File: config.mk
export PLATFORM = sky130hd
export DESIGN_NAME = period_timer
export DESIGN_NICKNAME = d
export VERILOG_FILES = /design/src/rtl/ptmr_pkg.sv /design/src/rtl/ptmr_edge_det.sv /design/src/rtl/ptmr_prescaler.sv /design/src/rtl/period_timer.sv
export SDC_FILE = /design/constraint.sdc
export NUM_CORES = 1
export LEC_CHECK = 0
export CAP_MARGIN = 15
export CORE_MARGIN = 4
export CORE_UTILIZATION = 30
export DETAILED_ROUTE_END_ITERATION = 6
export GPL_TIMING_DRIVEN = 1
export RECOVER_POWER = 25
export SLEW_MARGIN = 10
export SYNTH_ARGS = -nofsm -noshare
export SYNTH_HDL_FRONTEND = slang
export SYNTH_SLANG_ARGS = --single-unit
export TNS_END_PERCENT = 20
File: constraint.sdc
create_clock -name clk -period 2.65 [get_ports clk]
set_input_delay 0.53 -clock clk [delete_from_list [all_inputs] [get_ports clk]]
set_output_delay 0.53 -clock clk [all_outputs]
set_load 0.005 [all_outputs]
File: src/rtl/ptmr_pkg.sv
package ptmr_pkg;

    // register addresses
    localparam logic [2:0] ADR_CSR = 3'd0;
    localparam logic [2:0] ADR_CFG = 3'd1;
    localparam logic [2:0] ADR_PER = 3'd2;
    localparam logic [2:0] ADR_CNT = 3'd3;
    localparam logic [2:0] ADR_CAP = 3'd4;

    // control/status bit positions
    localparam int CSR_RUN  = 0;
    localparam int CSR_ONE  = 1;
    localparam int CSR_LIM  = 2;
    localparam int CSR_CLR  = 3;
    localparam int CSR_CAPT = 4;
    localparam int CSR_PERF = 5;
    localparam int CSR_ZERF = 6;
    localparam int CSR_CAPF = 7;

    typedef enum logic [1:0] {
        EXT_NONE  = 2'b00,
        EXT_LEVEL = 2'b01,
        EXT_EDGE  = 2'b10,
        EXT_RSVD  = 2'b11
    } ext_mode_e;

endpackage

File: src/rtl/ptmr_edge_det.sv
module ptmr_edge_det (
    input  logic clk,
    input  logic rst_n,
    input  logic d_i,
    output logic rise_o
);
    logic prev_d, prev_q;

    always_comb begin
        prev_d = d_i;
        rise_o = d_i & ~prev_q;
    end

    always_ff @(posedge clk or negedge rst_n) begin
        if (!rst_n) prev_q <= 1'b0;
        else        prev_q <= prev_d;
    end
endmodule

File: src/rtl/ptmr_prescaler.sv
module ptmr_prescaler #(
    parameter int SEL_W = 3
) (
    input  logic             clk,
    input  logic             rst_n,
    input  logic             en_i,
    input  logic             clr_i,
    input  logic [SEL_W-1:0] sel_i,
    output logic             tick_o
);
    localparam int PS_W = (1 << SEL_W) - 1;

    logic [PS_W-1:0] pre_d, pre_q;
    logic [PS_W-1:0] mask;

    always_comb begin
        mask   = ~({PS_W{1'b1}} << sel_i);
        tick_o = en_i & ((pre_q & mask) == mask);
        pre_d  = pre_q;
        if (clr_i)       pre_d = '0;
        else if (tick_o) pre_d = '0;
        else if (en_i)   pre_d = pre_q + 1'b1;
    end

    always_ff @(posedge clk or negedge rst_n) begin
        if (!rst_n) pre_q <= '0;
        else        pre_q <= pre_d;
    end
endmodule

File: src/rtl/period_timer.sv
module period_timer
    import ptmr_pkg::*;
#(
    parameter int CNT_W    = 16,
    parameter int PS_SEL_W = 3,
    parameter int DATA_W   = 16,
    parameter int ADDR_W   = 3
) (
    input  logic              clk,
    input  logic              rst_n,
    input  logic              freeze_i,
    input  logic              ext_rst_i,
    input  logic              ext_cap_i,
    input  logic              wr_en_i,
    input  logic [ADDR_W-1:0] wr_addr_i,
    input  logic [DATA_W-1:0] wr_data_i,
    input  logic [ADDR_W-1:0] rd_addr_i,
    output logic [DATA_W-1:0] rd_data_o,
    output logic              irq_period_o,
    output logic              irq_zero_o,
    output logic              irq_capture_o
);
    // configuration field positions, derived from the prescale select width
    localparam int CFG_ON   = 0;
    localparam int CFG_PS   = 1;
    localparam int CFG_MODE = CFG_PS + PS_SEL_W;
    localparam int CFG_SYNC = CFG_MODE + 2;
    localparam int CFG_IE   = CFG_SYNC + 1;
    localparam int N_EXT    = 2;

    typedef struct packed {
        logic                on;
        logic [PS_SEL_W-1:0] ps_sel;
        ext_mode_e           mode;
        logic                sync;
        logic [2:0]          ie;       // [0] period, [1] zero, [2] capture
        logic                oneshot;
        logic                limit;
        logic                clr_p;
        logic                capt_p;
        logic                f_per;
        logic                f_zer;
        logic                f_cap;
        logic                started;
        logic [CNT_W-1:0]    pr;
        logic [CNT_W-1:0]    cnt;
        logic [CNT_W-1:0]    cap;
    } st_t;

    st_t st_d, st_q;

    // edge detection on the two external inputs
    logic [N_EXT-1:0] ext_in, ext_rise;
    assign ext_in = {ext_cap_i, ext_rst_i};

    for (genvar g = 0; g < N_EXT; g++) begin : g_edge
        ptmr_edge_det u_edge (
            .clk    (clk),
            .rst_n  (rst_n),
            .d_i    (ext_in[g]),
            .rise_o (ext_rise[g])
        );
    end

    logic rst_rise, cap_rise;
    assign rst_rise = ext_rise[0];
    assign cap_rise = ext_rise[1];

    // decoded control
    logic is_lvl, is_edg;
    logic tclk_en, exec_ok, clr_exec, capt_exec;
    logic run, counting, ext_zero, ext_zero_evt;
    logic tick, limited, stop;
    logic csr_wr, cfg_wr, pr_wr, cnt_wr;
    logic per_evt, wrap_evt, zer_evt, cap_evt, capf_evt;
    logic [CNT_W-1:0] inc;

    always_comb begin
        is_lvl    = (st_q.mode == EXT_LEVEL);
        is_edg    = (st_q.mode == EXT_EDGE);
        tclk_en   = st_q.on & ~freeze_i;
        exec_ok   = tclk_en | ~st_q.sync;
        clr_exec  = st_q.clr_p & exec_ok;
        capt_exec = st_q.capt_p & exec_ok;

        if (is_lvl)      run = st_q.on & ~ext_rst_i;
        else if (is_edg) run = st_q.on & st_q.started;
        else             run = st_q.on;
        counting = run & ~freeze_i;

        ext_zero     = tclk_en & ((is_lvl & ext_rst_i) | (is_edg & rst_rise));
        ext_zero_evt = tclk_en & (is_lvl | is_edg) & rst_rise;

        csr_wr = wr_en_i & (wr_addr_i == ADR_CSR);
        cfg_wr = wr_en_i & (wr_addr_i == ADR_CFG);
        pr_wr  = wr_en_i & (wr_addr_i == ADR_PER);
        cnt_wr = wr_en_i & (wr_addr_i == ADR_CNT);
    end

    ptmr_prescaler #(.SEL_W(PS_SEL_W)) u_pre (
        .clk    (clk),
        .rst_n  (rst_n),
        .en_i   (counting),
        .clr_i  (clr_exec | ext_zero),
        .sel_i  (st_q.ps_sel),
        .tick_o (tick)
    );

    // event decode: a step counts only if nothing of higher priority overrides it
    always_comb begin
        inc      = st_q.cnt + 1'b1;
        limited  = st_q.limit & (st_q.cnt == st_q.pr);
        per_evt  = tick & ~limited & ~clr_exec & ~ext_zero & ~cnt_wr & (inc == st_q.pr);
        wrap_evt = tick & ~limited & ~clr_exec & ~ext_zero & ~cnt_wr & (inc == '0);
        zer_evt  = clr_exec | ext_zero_evt | wrap_evt;
        cap_evt  = capt_exec | (cap_rise & counting);
        capf_evt = cap_evt & run;
        stop     = per_evt & st_q.oneshot;
    end

    // next-state computation
    always_comb begin
        st_d = st_q;

        // configuration register
        if (cfg_wr) begin
            st_d.on     = wr_data_i[CFG_ON];
            st_d.ps_sel = wr_data_i[CFG_PS +: PS_SEL_W];
            st_d.mode   = ext_mode_e'(wr_data_i[CFG_MODE +: 2]);
            st_d.sync   = wr_data_i[CFG_SYNC];
            st_d.ie     = wr_data_i[CFG_IE +: 3];
        end
        if (stop) st_d.on = 1'b0;

        // edge-mode start latch, cleared whenever the timer is disabled
        if (!st_q.on)                           st_d.started = 1'b0;
        else if (is_edg && rst_rise && tclk_en) st_d.started = 1'b1;

        // period register
        if (pr_wr) st_d.pr = wr_data_i[CNT_W-1:0];

        // counter, in priority order
        if (clr_exec)                st_d.cnt = '0;
        else if (ext_zero)           st_d.cnt = '0;
        else if (cnt_wr)             st_d.cnt = wr_data_i[CNT_W-1:0];
        else if (tick && !limited)   st_d.cnt = inc;

        // capture register
        if (cap_evt) st_d.cap = st_q.cnt;

        // mode bits and self-clearing commands
        if (csr_wr) begin
            st_d.oneshot = wr_data_i[CSR_ONE];
            st_d.limit   = wr_data_i[CSR_LIM];
        end
        st_d.clr_p  = (st_q.clr_p & ~clr_exec) | (csr_wr & wr_data_i[CSR_CLR]);
        st_d.capt_p = (st_q.capt_p & ~capt_exec) | (csr_wr & wr_data_i[CSR_CAPT]);

        // sticky flags: software write, hardware set has priority
        if (csr_wr) begin
            st_d.f_per = wr_data_i[CSR_PERF];
            st_d.f_zer = wr_data_i[CSR_ZERF];
            st_d.f_cap = wr_data_i[CSR_CAPF];
        end
        if (per_evt)  st_d.f_per = 1'b1;
        if (zer_evt)  st_d.f_zer = 1'b1;
        if (capf_evt) st_d.f_cap = 1'b1;
    end

    always_ff @(posedge clk or negedge rst_n) begin
        if (!rst_n) begin
            st_q    <= '0;
            st_q.pr <= '1;
        end else begin
            st_q <= st_d;
        end
    end

    // read mux and interrupt outputs
    always_comb begin
        rd_data_o = '0;
        case (rd_addr_i)
            ADR_CSR: begin
                rd_data_o[CSR_RUN]  = run;
                rd_data_o[CSR_ONE]  = st_q.oneshot;
                rd_data_o[CSR_LIM]  = st_q.limit;
                rd_data_o[CSR_CLR]  = st_q.clr_p;
                rd_data_o[CSR_CAPT] = st_q.capt_p;
                rd_data_o[CSR_PERF] = st_q.f_per;
                rd_data_o[CSR_ZERF] = st_q.f_zer;
                rd_data_o[CSR_CAPF] = st_q.f_cap;
            end
            ADR_CFG: begin
                rd_data_o[CFG_ON]               = st_q.on;
                rd_data_o[CFG_PS +: PS_SEL_W]   = st_q.ps_sel;
                rd_data_o[CFG_MODE +: 2]        = st_q.mode;
                rd_data_o[CFG_SYNC]             = st_q.sync;
                rd_data_o[CFG_IE +: 3]          = st_q.ie;
            end
            ADR_PER: rd_data_o = DATA_W'(st_q.pr);
            ADR_CNT: rd_data_o = DATA_W'(st_q.cnt);
            ADR_CAP: rd_data_o = DATA_W'(st_q.cap);
            default: rd_data_o = '0;
        endcase

        irq_period_o  = st_q.f_per & st_q.ie[0];
        irq_zero_o    = st_q.f_zer & st_q.ie[1];
        irq_capture_o = st_q.f_cap & st_q.ie[2];
    end
endmodule

==> key figures <==
Detailed routing
  – Via density: 5.178
  – First DRT Iteration DRCs: 223
  – Drc violations: 0
  – Post-route ant nets: 0
  – DR vias: 4075
  – Total Wirelength: 14020 um
  – Router iterations before antenna repair: 4
  – Post-DR wirelength/cell: 17.81 um

STA
  – RSZ-0062 raised after global routing: yes
  – Post-Route Skew: 0.01003 ns
  – Post-layout min period: 2.589 ns
  – Period utilization: 0.9768
  – Slew HR: -0.2510
  – Final Setup Violations: 0
  – Fin Hold WS: 0.4661 ns
  – Peak Freq: 386.3 MHz
  – Count of pins over their slew limit: 76
  – Final Hold Viols: 0
  – Measured slew at the worst slew-check pin: 1.876 ns

Setup path
  – Worst Setup Start Kind: input pin
  – WS Path Type: input pin to primary output
  – CP max FO: 6
  – CP Data Arrival Time: 2.06 ns
  – Critical Path Sink Type: primary output
  – Worst EP required: 2.12 ns

Yosys
  – Synthesized flop and latch total: 75
  – Ys flop type: dfrtp_1
  – Largest area contributor in the netlist: dfrtp_1
  – Post-synthesis cell area: 4797 sq um
  – Ys Warns: 0
  – EDFF count, synth: 0
  – Synth cell types: 56
  – Top-count cell post-synth: dfrtp_1
  – Net Count, Synth: 537
  – Synth Area per Inst: 9.518 sq um
  – Top cells by area, synth: dfrtp_1 (31%), mux2_2 (10%), dfstp_2 (8.8%), xor2_1 (4.7%), mux2i_1 (4.6%)
  – Asr flop ratio synth: 1.000
  – Share of the synthesized area in the top cell type: 0.3078
  – Sequential share of the synthesized area: 0.3954
  – Syn Inst Count: 504
  – Top cells by count, synth: dfrtp_1 (59), nand2_1 (45), mux2_2 (43)

Die
  – Die area: 18080 sq um
  – Die span in y: 134.5 um
  – Core Rows: 45
  – Core Area: 15430 sq um
  – Initial core utilization: 0.3109
  – I/O pins: 47
  – Die Wd: 134.5 um

Power
  – Net Switching: 1.723 mW
  – Clock Power Share: 0.257
  – Sequential power share: 0.384
  – Sw frac: 0.3466
  – VDD IR-drop max: 0.4054 mV
  – Leakage power figure: 2.536 nW
  – Total power: 4.970 mW
  – P_int: 3.247 mW
  – Comb pwr share: 0.358
  – Power density cells: 810.9 nW/um^2

Global routing
  – Vias in the first global route: 4226
  – First-pass GRT wire length: 22660 um
  – Initial antenna violation count: 0
  – Largest net degree at the start of global routing: 76
  – Overflow after GRT: 0
  – All-Layer GR Usage: 0.1609

Place
  – Gpl congestion: 0.8605
  – Port-buffer cells: 46
  – Post-DP HPWL: 10330 um
  – Inst Count DP: 769

Status
  – Violated checks: max-capacitance violations, max-slew violations
  – Status: finished with violations

Clock network
  – Htree depth: 3
  – CTS sink cnt: 75
  – Clk buf depth: 2
  – CTS root buf: clkbuf_16
  – Clock latency on the worst-skew pair: 0.35 ns
  – Reg clk slew, reported paths: 0.06 ns
  – CTS tree: yes
  – CTS Buf Count: 9

Layout
  – Nets: 604
  – Finished Core Util: 0.3972
  – Share of cells above drive strength 1: 0.2448
  – Fill count: 1535
  – Final Instance Count excl. Fillers: 787
  – P&R area growth vs syn: 27.75%
  – # diodes: 0

Min path
  – Hold/Removal Path Class: register to register

Job
  – Max-Cap Viols: 1
## path summary, 6_finish.rpt
kind	start	end	slack (ns)	cells past startpoint
setup / recovery	rd_addr_i[0]	rd_data_o[4]	0.06	5
hold / removal	st_q[55]$_DFFE_PN0P_	st_q[65]$_DFFE_PN0P_	0.47	1
setup reg to reg	st_q[17]$_DFFE_PN0P_	st_q[65]$_DFFE_PN0P_	0.26	8
hold reg to reg	st_q[55]$_DFFE_PN0P_	st_q[65]$_DFFE_PN0P_	0.47	1
max in group asynchronous	rst_n	st_q[16]$_DFFE_PN0P_	0.70	1
min in group asynchronous	rst_n	st_q[56]$_DFFE_PN0P_	0.69	1
## per-layer routing
metal,track usage,part of all wire,up-vias
met5,0,0,-
met1,0.2086,0.45,2019
met3,0.02794,0.043,17
met2,0.2729,0.49,86
met4,0.05373,0.020,0
li1,-,-,1953
## per-stage QoR
| stage | worst slack [ns] | setup TNS (ns) | area (sq um) |
|---|---|---|---|
| 6_report | 0.06145 | 0 | 6128 |
| 3_3_place_gp | -0.2153 | -2.644 | 5725 |
| 2_1_floorplan | 0.5017 | 0 | 4797 |
| 3_5_place_dp | -0.2180 | -2.741 | 5725 |
| 5_1_grt | -0.002806 | -0.002806 | 6128 |
| 4_1_cts | 0.01395 | 0 | 6098 |
## critical path, stage by stage
cell	delay, ns
dlygate4sd2_1	0.36
mux4_2	0.54
inv_1	0.06
o21ai_0	0.10
clkdlybuf4s50_1	0.46
## registers in the layout (all words and copies together), names as in the netlist
register and flops:
st_q 66, u_pre.pre_q 7, g_edge.u_edge.prev_q 2
## cells by family after synthesis
logic type      synth area share
compound gates            0.1228
xor+xnor                 0.08581
fa+ha+maj                0.01304
buf+inv                  0.04669
flops                     0.3954
simple gates              0.1847
mux                       0.1515
## cell type report
type / count / area, sq um / area share
Clock inverter: 4 / 47.55 / 0.007758
Multi-Input combinational cell: 383 / 2723 / 0.4443
Sequential cell: 75 / 1898 / 0.3097
Clock buffer: 12 / 266.5 / 0.04349
Tap cell: 211 / 264.0 / 0.04308
Inverter: 10 / 37.54 / 0.006125
Timing Repair Buffer: 92 / 892.1 / 0.1456
## power groups by stage
stage	Clock [mW]	Combinational, mW	Sequential [mW]
after floorplan	0	1.34	1.71
after global placement	0	1.75	1.90
after detailed placement	0	1.78	1.92
after CTS	1.30	1.79	1.90
after global routing	1.35	1.97	1.96
final	1.28	1.78	1.91
## cells in the final DEF (no fill, tap or decap), types with 3 or more instances in the layout
cell type / synthesis / final
mux2i_1: 22 / 22
dlymetal6s2s_1: 0 / 5
dfrtp_1: 59 / 58
mux2_2: 43 / 43
dfstp_2: 16 / 16
dlygate4sd2_1: 0 / 4
nand2b_1: 7 / 7
nand3_1: 21 / 21
o22ai_1: 10 / 9
xor2_1: 26 / 26
ha_1: 5 / 4
clkbuf_8: 0 / 3
and3_1: 7 / 7
inv_1: 10 / 10
nor2_1: 41 / 41
nor4_1: 6 / 5
clkdlybuf4s50_1: 0 / 32
nor3_1: 11 / 11
nand2_1: 45 / 45
and2_1: 4 / 3
nand4_1: 16 / 16
a32o_1: 3 / 3
nor2b_1: 7 / 5
a21oi_1: 19 / 19
o21ai_0: 18 / 18
clkbuf_16: 0 / 9
buf_4: 7 / 40
o21a_1: 3 / 3
xnor2_1: 21 / 21
buf_12: 0 / 5
a211oi_1: 14 / 13
## repair_timing
action,CTS,global route
buffers inserted,1,0
gates cloned,1,0
gates resized for setup,14,12
endpoints found under the setup margin,16,10
pin swaps,2,1
hold buffers,0,0
(Power assumes the default switching activity.)
